**src/rtl/rtc_cal_pkg.sv**
```systemverilog
package rtc_cal_pkg;

  typedef enum logic [2:0] {
    SEL_SEC   = 3'd0,
    SEL_MIN   = 3'd1,
    SEL_HOUR  = 3'd2,
    SEL_DOW   = 3'd3,
    SEL_DATE  = 3'd4,
    SEL_MONTH = 3'd5,
    SEL_YEAR  = 3'd6,
    SEL_NONE  = 3'd7
  } fieldSel_e;

  // Control to datapath strobes
  typedef struct packed {
    logic      advance;
    logic      load;
    fieldSel_e loadSel;
  } calStrobe_t;

  function automatic logic [7:0] bcdInc(input logic [7:0] v);
    logic [7:0] r;
    if (v[3:0] >= 4'd9) r = {v[7:4] + 4'd1, 4'd0};
    else                r = {v[7:4], v[3:0] + 4'd1};
    return r;
  endfunction

  // Year divisible by 4: (10*t + o) mod 4 == (2*t + o) mod 4
  function automatic logic isLeapYear(input logic [7:0] yearBcd);
    logic [4:0] s;
    s = {yearBcd[7:4], 1'b0} + {1'b0, yearBcd[3:0]};
    return s[1:0] == 2'd0;
  endfunction

  function automatic logic [7:0] monthLastDay(input logic [7:0] monthBcd,
                                             input logic [7:0] yearBcd);
    logic [7:0] r;
    case (monthBcd)
      8'h02:                      r = isLeapYear(yearBcd) ? 8'h29 : 8'h28;
      8'h04, 8'h06, 8'h09, 8'h11: r = 8'h30;
      default:                    r = 8'h31;
    endcase
    return r;
  endfunction

endpackage

```
**src/rtl/rtc_cal_ctrl.sv**
```systemverilog
module rtc_cal_ctrl
  import rtc_cal_pkg::*;
#(
  parameter int TICK_DIV = 32768
) (
  input  logic       clk,
  input  logic       rstN,
  input  logic       freeze,
  input  logic       wrEn,
  input  logic [2:0] wrSel,
  output calStrobe_t strobe
);

  localparam int CntW = (TICK_DIV > 1) ? $clog2(TICK_DIV) : 1;
  localparam logic [CntW-1:0] CntLast = CntW'(TICK_DIV - 1);

  logic tickDue;

  generate
    if (TICK_DIV > 1) begin : gDivide
      logic [CntW-1:0] preCnt;
      always_ff @(posedge clk) begin
        if (!rstN || wrEn) preCnt <= '0;
        else if (!freeze) preCnt <= (preCnt == CntLast) ? '0 : preCnt + 1'b1;
      end
      assign tickDue = (preCnt == CntLast);
    end else begin : gDirect
      assign tickDue = 1'b1;
    end
  endgenerate

  always_comb begin
    strobe.advance = rstN && tickDue && !freeze && !wrEn;
    strobe.load    = rstN && wrEn;
    strobe.loadSel = fieldSel_e'(wrSel);
  end

endmodule

```
**src/rtl/rtc_cal_datapath.sv**
```systemverilog
module rtc_cal_datapath
  import rtc_cal_pkg::*;
(
  input  logic       clk,
  input  logic       rstN,
  input  calStrobe_t strobe,
  input  logic [7:0] wrData,
  output logic [7:0] secReg,
  output logic [7:0] minReg,
  output logic [7:0] hourReg,
  output logic [2:0] dowReg,
  output logic [7:0] dateReg,
  output logic [7:0] monthReg,
  output logic [7:0] yearReg
);

  logic secWrap, minWrap, hourWrap, dateWrap, monthWrap;
  logic [7:0] lastDay;

  always_comb begin
    lastDay   = monthLastDay(monthReg, yearReg);
    secWrap   = (secReg == 8'h59);
    minWrap   = secWrap && (minReg == 8'h59);
    hourWrap  = minWrap && (hourReg == 8'h23);
    dateWrap  = hourWrap && (dateReg == lastDay);
    monthWrap = dateWrap && (monthReg == 8'h12);
  end

  always_ff @(posedge clk) begin
    if (!rstN) begin
      secReg   <= 8'h00;
      minReg   <= 8'h00;
      hourReg  <= 8'h00;
      dowReg   <= 3'd0;
      dateReg  <= 8'h01;
      monthReg <= 8'h01;
      yearReg  <= 8'h00;
    end else if (strobe.load) begin
      case (strobe.loadSel)
        SEL_SEC:   secReg   <= wrData;
        SEL_MIN:   minReg   <= wrData;
        SEL_HOUR:  hourReg  <= wrData;
        SEL_DOW:   dowReg   <= wrData[2:0];
        SEL_DATE:  dateReg  <= wrData;
        SEL_MONTH: monthReg <= wrData;
        SEL_YEAR:  yearReg  <= wrData;
        default: ;
      endcase
    end else if (strobe.advance) begin
      secReg <= secWrap ? 8'h00 : bcdInc(secReg);
      if (secWrap) minReg <= minWrap ? 8'h00 : bcdInc(minReg);
      if (minWrap) hourReg <= hourWrap ? 8'h00 : bcdInc(hourReg);
      if (hourWrap) begin
        dowReg  <= (dowReg >= 3'd6) ? 3'd0 : dowReg + 3'd1;
        dateReg <= dateWrap ? 8'h01 : bcdInc(dateReg);
      end
      if (dateWrap) monthReg <= monthWrap ? 8'h01 : bcdInc(monthReg);
      if (monthWrap) yearReg <= (yearReg == 8'h99) ? 8'h00 : bcdInc(yearReg);
    end
  end

endmodule

```
**src/rtl/bcd_rtc_calendar.sv**
```systemverilog
module bcd_rtc_calendar
  import rtc_cal_pkg::*;
#(
  parameter int TICK_DIV = 32768
) (
  input  logic       clk,
  input  logic       rstN,
  input  logic       freeze,
  input  logic       wrEn,
  input  logic [2:0] wrSel,
  input  logic [7:0] wrData,
  output logic [7:0] secOut,
  output logic [7:0] minOut,
  output logic [7:0] hourOut,
  output logic [2:0] dowOut,
  output logic [7:0] dateOut,
  output logic [7:0] monthOut,
  output logic [7:0] yearOut
);

  calStrobe_t strobe;

  rtc_cal_ctrl #(.TICK_DIV(TICK_DIV)) uCtrl (
    .clk(clk), .rstN(rstN), .freeze(freeze),
    .wrEn(wrEn), .wrSel(wrSel), .strobe(strobe)
  );

  rtc_cal_datapath uData (
    .clk(clk), .rstN(rstN), .strobe(strobe), .wrData(wrData),
    .secReg(secOut), .minReg(minOut), .hourReg(hourOut), .dowReg(dowOut),
    .dateReg(dateOut), .monthReg(monthOut), .yearReg(yearOut)
  );

endmodule

```
**config.mk**
```make
export PLATFORM = sky130hd
export DESIGN_NAME = bcd_rtc_calendar
export DESIGN_NICKNAME = d
export VERILOG_FILES = /design/src/rtl/rtc_cal_pkg.sv /design/src/rtl/rtc_cal_ctrl.sv /design/src/rtl/rtc_cal_datapath.sv /design/src/rtl/bcd_rtc_calendar.sv
export SDC_FILE = /design/constraint.sdc
export NUM_CORES = 1
export LEC_CHECK = 0
export ABC_AREA = 1
export ABC_CLOCK_PERIOD_IN_PS = 4200
export BUFFER_PORTS_ARGS = -buffer_cell sky130_fd_sc_hd__buf_4
export CAP_MARGIN = 20
export CORE_MARGIN = 8
export CORE_UTILIZATION = 45
export CTS_CLUSTER_SIZE = 30
export DETAILED_ROUTE_END_ITERATION = 16
export PLACE_DENSITY = 0.65
export SYNTH_ARGS = -nofsm -noshare
export SYNTH_HDL_FRONTEND = slang
export SYNTH_HIERARCHICAL = 1
export SYNTH_SLANG_ARGS = --single-unit
```
**constraint.sdc**
```tcl
create_clock -name clk -period 4.2 [get_ports clk]
set_input_delay 0.84 -clock clk [delete_from_list [all_inputs] [get_ports clk]]
set_output_delay 0.84 -clock clk [all_outputs]
set_load 0.005 [all_outputs]
```
==> flow_summary.toml <==
[detailed_routing]
drc = 0
viasPerCell = 5.246
num_vias = 4438
dr.pass1.iters = 5
wire_per_inst_um = 14.22
totalWireLength_um = 12030
drtIter0Drc = 287
ant_nets = 0

[clock_tree]
holdBufCountCts = 0
htreeDepth = 3
path_clk_slew_ns = 0.07
insertion_delay_ns = 0.35
cts.repair.resized = 0
cts.sinks = 66
cts_tree = "built"
clockBufferDepth = 2
clockRootBuffer = "clkbuf_8"
cts_buffers = 9
post-cts-setup-buffers = 0

[floorplan]
core-area_um2 = 9729
ios = 66
initial_core_util_pct = 46.04
die_area_um2 = 13400
fp.dieH_um = 115.8
fp-row-count = 36
die_x_um = 115.8

[job]
cap_violations = 0

[critical_path]
crit_type = "in2reg"
cp.arrival_ns = 3.10
crit_path_end_kind = "flop"
critical_path.max_fanout = 40
slowest_delay_ns = 0.49
path_common_cell = "nand2_1"
path_cells = "buf_4 > nand2_1 > nor3_1 > nand2_1 > o21ai_0 > nor3b_2 > nand2_1 > o21ai_0 > a21oi_1"
path_delay_family = "simple AND/OR/NAND/NOR gates"
cp_slowest_cell = "nor3b_2"
cp-start-kind = "primary input"
cp.required_ns = 4.43
worstPathBufferInverterCount = 1

[timing]
setup_tns_ns = 0
post-route-period-util_pct = 68.27
slew_violations = 0
hold_viol_final = 0
skew_ns = 0.01003
rsz0062_at_grt = "no"
clock.fmax_mhz = 348.7
setup_ws_ns = 1.333
setup_viol = 0
worst_pin_slew_ns = 0.5621
relSlewSlack_pct = 62.28
period_minus_slack_ns = 2.867

[global_route]
grt-ovfl-total = 0
grt_pass1_vias = 4092
grt_pass1_wl_um = 19640
track_usage_pct = 18.38
grt_max_degree = 41
antenna_found_initial = 0

[place]
pre_cts_ws_ns = 1.006
place_congestion = 0.8613
dp_hpwl_um = 8976
io_buffer_count = 65

[cells_and_area]
drive_gt1_share_pct = 17.25
multiInputGateArea_um2 = 2743
area_growth_pct = 18.10
finalNetCount = 758
fill_cells = 970
seqCellArea_um2 = 1321
antennaDiodeCount = 0

[synthesis]
synthDistinctLibCells = 40
netlist_instances = 645
yosysSeqAreaShare_pct = 29.50
synth_flop_cell = "dfxtp_1"
syn-cell-area_um2 = 4479
yosysWarnings = 6
synth_nets = 694
synth-async-reset-ratio_pct = 0
avgSynthCellArea_um2 = 6.945
synth-seq-cells = 66
synth_edf_count = 0

[pwr]
power_density_nw_per_um2 = 265.1
peakVddDrop_v = 0.0001415
p_leak_uw = 0.002428

[outcome]
status = "complete, no violations"

[worst_hold_path]
hold_class = "reg2reg"
-- power by group --
part | internal, µW | total (µW) | switching (µW) | leakage [µW]
clock network | 365 | 615 | 250 | 0.000110
registers | 635 | 648 | 13.5 | 0.000533
logic | 50.5 | 139 | 88.7 | 0.00178
total | 1050 | 1400 | 352 | 0.00243
-- cells in the final DEF, fill, tap and decap left out, types with 19 or more instances in the layout --
cell type / synthesis / routed
nand2_1: 116 / 116
inv_1: 89 / 89
nor2_1: 76 / 76
buf_4: 3 / 66
dfxtp_1: 66 / 66
o21ai_0: 44 / 44
nand3_1: 43 / 43
a21oi_1: 38 / 38
ha_1: 34 / 34
a31oi_1: 19 / 19
-- synthesized netlist by cell type, types with 3 or more instances --
master    instances  area (µm²)
a211oi_1          5       37.54
a21oi_1          38       190.2
a31oi_1          19       118.9
buf_4             3       22.52
clkbuf_1          6       22.52
dfxtp_1          66        1321
ha_1             34       425.4
inv_1            89       334.1
inv_2             3       11.26
nand2_1         116       435.4
nand2_2           9       56.30
nand3_1          43       215.2
nand3_2           6       60.06
nand4_1          14       87.58
nor2_1           76       285.3
nor2_2            5       31.28
nor2_4            9       101.4
nor3_1            8       40.04
o21ai_0          44       220.2
o31ai_1           3       22.52
xnor2_1           6       52.55
xor2_1           18       157.7
-- cell type report --
type / instances / area share [%]
clock inverter: 2 / 1.135
clock buffer: 13 / 3.004
sequential: 66 / 24.98
multi-input combinational: 474 / 51.84
timing repair buffer: 66 / 9.366
inverter: 92 / 6.528
tap: 133 / 3.146
-- path summary, 6_finish.rpt --
check | slack [ns] | cells past startpoint | endpoint | start
worst max-delay path | 1.33 | 9 | uData/hourReg[7]$_SDFFE_PN0P_ | rstN
worst min-delay path | 0.48 | 2 | uCtrl/gDivide.preCnt[14]$_SDFFE_PP0N_ | uCtrl/gDivide.preCnt[14]$_SDFFE_PP0N_
worst max register to register | 1.48 | 11 | uData/hourReg[7]$_SDFFE_PN0P_ | uCtrl/gDivide.preCnt[0]$_SDFFE_PP0N_
worst min register to register | 0.48 | 2 | uCtrl/gDivide.preCnt[14]$_SDFFE_PP0N_ | uCtrl/gDivide.preCnt[14]$_SDFFE_PP0N_
-- registers in the layout, summed over array words and instances (netlist names) --
| name | cells |
|---|---|
| uData/yearReg | 8 |
| uData/dateReg | 8 |
| uData/secReg | 8 |
| uData/minReg | 8 |
| uData/dowReg | 3 |
| uData/hourReg | 8 |
| uCtrl/gDivide.preCnt | 15 |
| uData/monthReg | 8 |
-- worst reg2reg max path: cells and delay by family (launching register included) --
kind,cells,cell delay [ns]
and+or+nand+nor,7,1.57
AOI/OAI and AO/OA,3,0.41
DFF,1,0.40
adders and majority gates,1,0.22
-- stage by stage --
step                area, µm²  hold WS (ns)  power, µW  util (%)  cells
floorplan                4479        0.4406      750.0         -    645
global placement         5071        0.4575      798.2     52.12    831
detailed placement       5071        0.4649      800.6     52.12    831
CTS                      5290        0.4817       1410     54.37    846
global route             5290        0.5374       1458     54.37    846
finish                   5290        0.4796       1402     54.37    846
-- cells by family after synthesis --
group / share of synthesized area (%)
muxes: 0.2235
buffers and inverters: 9.274
and+or+nand+nor: 31.79
adders and majority gates: 9.497
AOI/OAI and AO/OA: 15.03
DFF: 29.50
xor gates and xnor gates: 4.693
-- layer usage --
| metal | routed length [µm] | GRT usage (%) |
|---|---|---|
| met1 | 5542 | 23.09 |
| met2 | 5608 | 29.63 |
| met3 | 644 | 4.377 |
| met4 | 235 | 7.260 |
| met5 | 0 | 0 |
(Power assumes the default switching activity.)
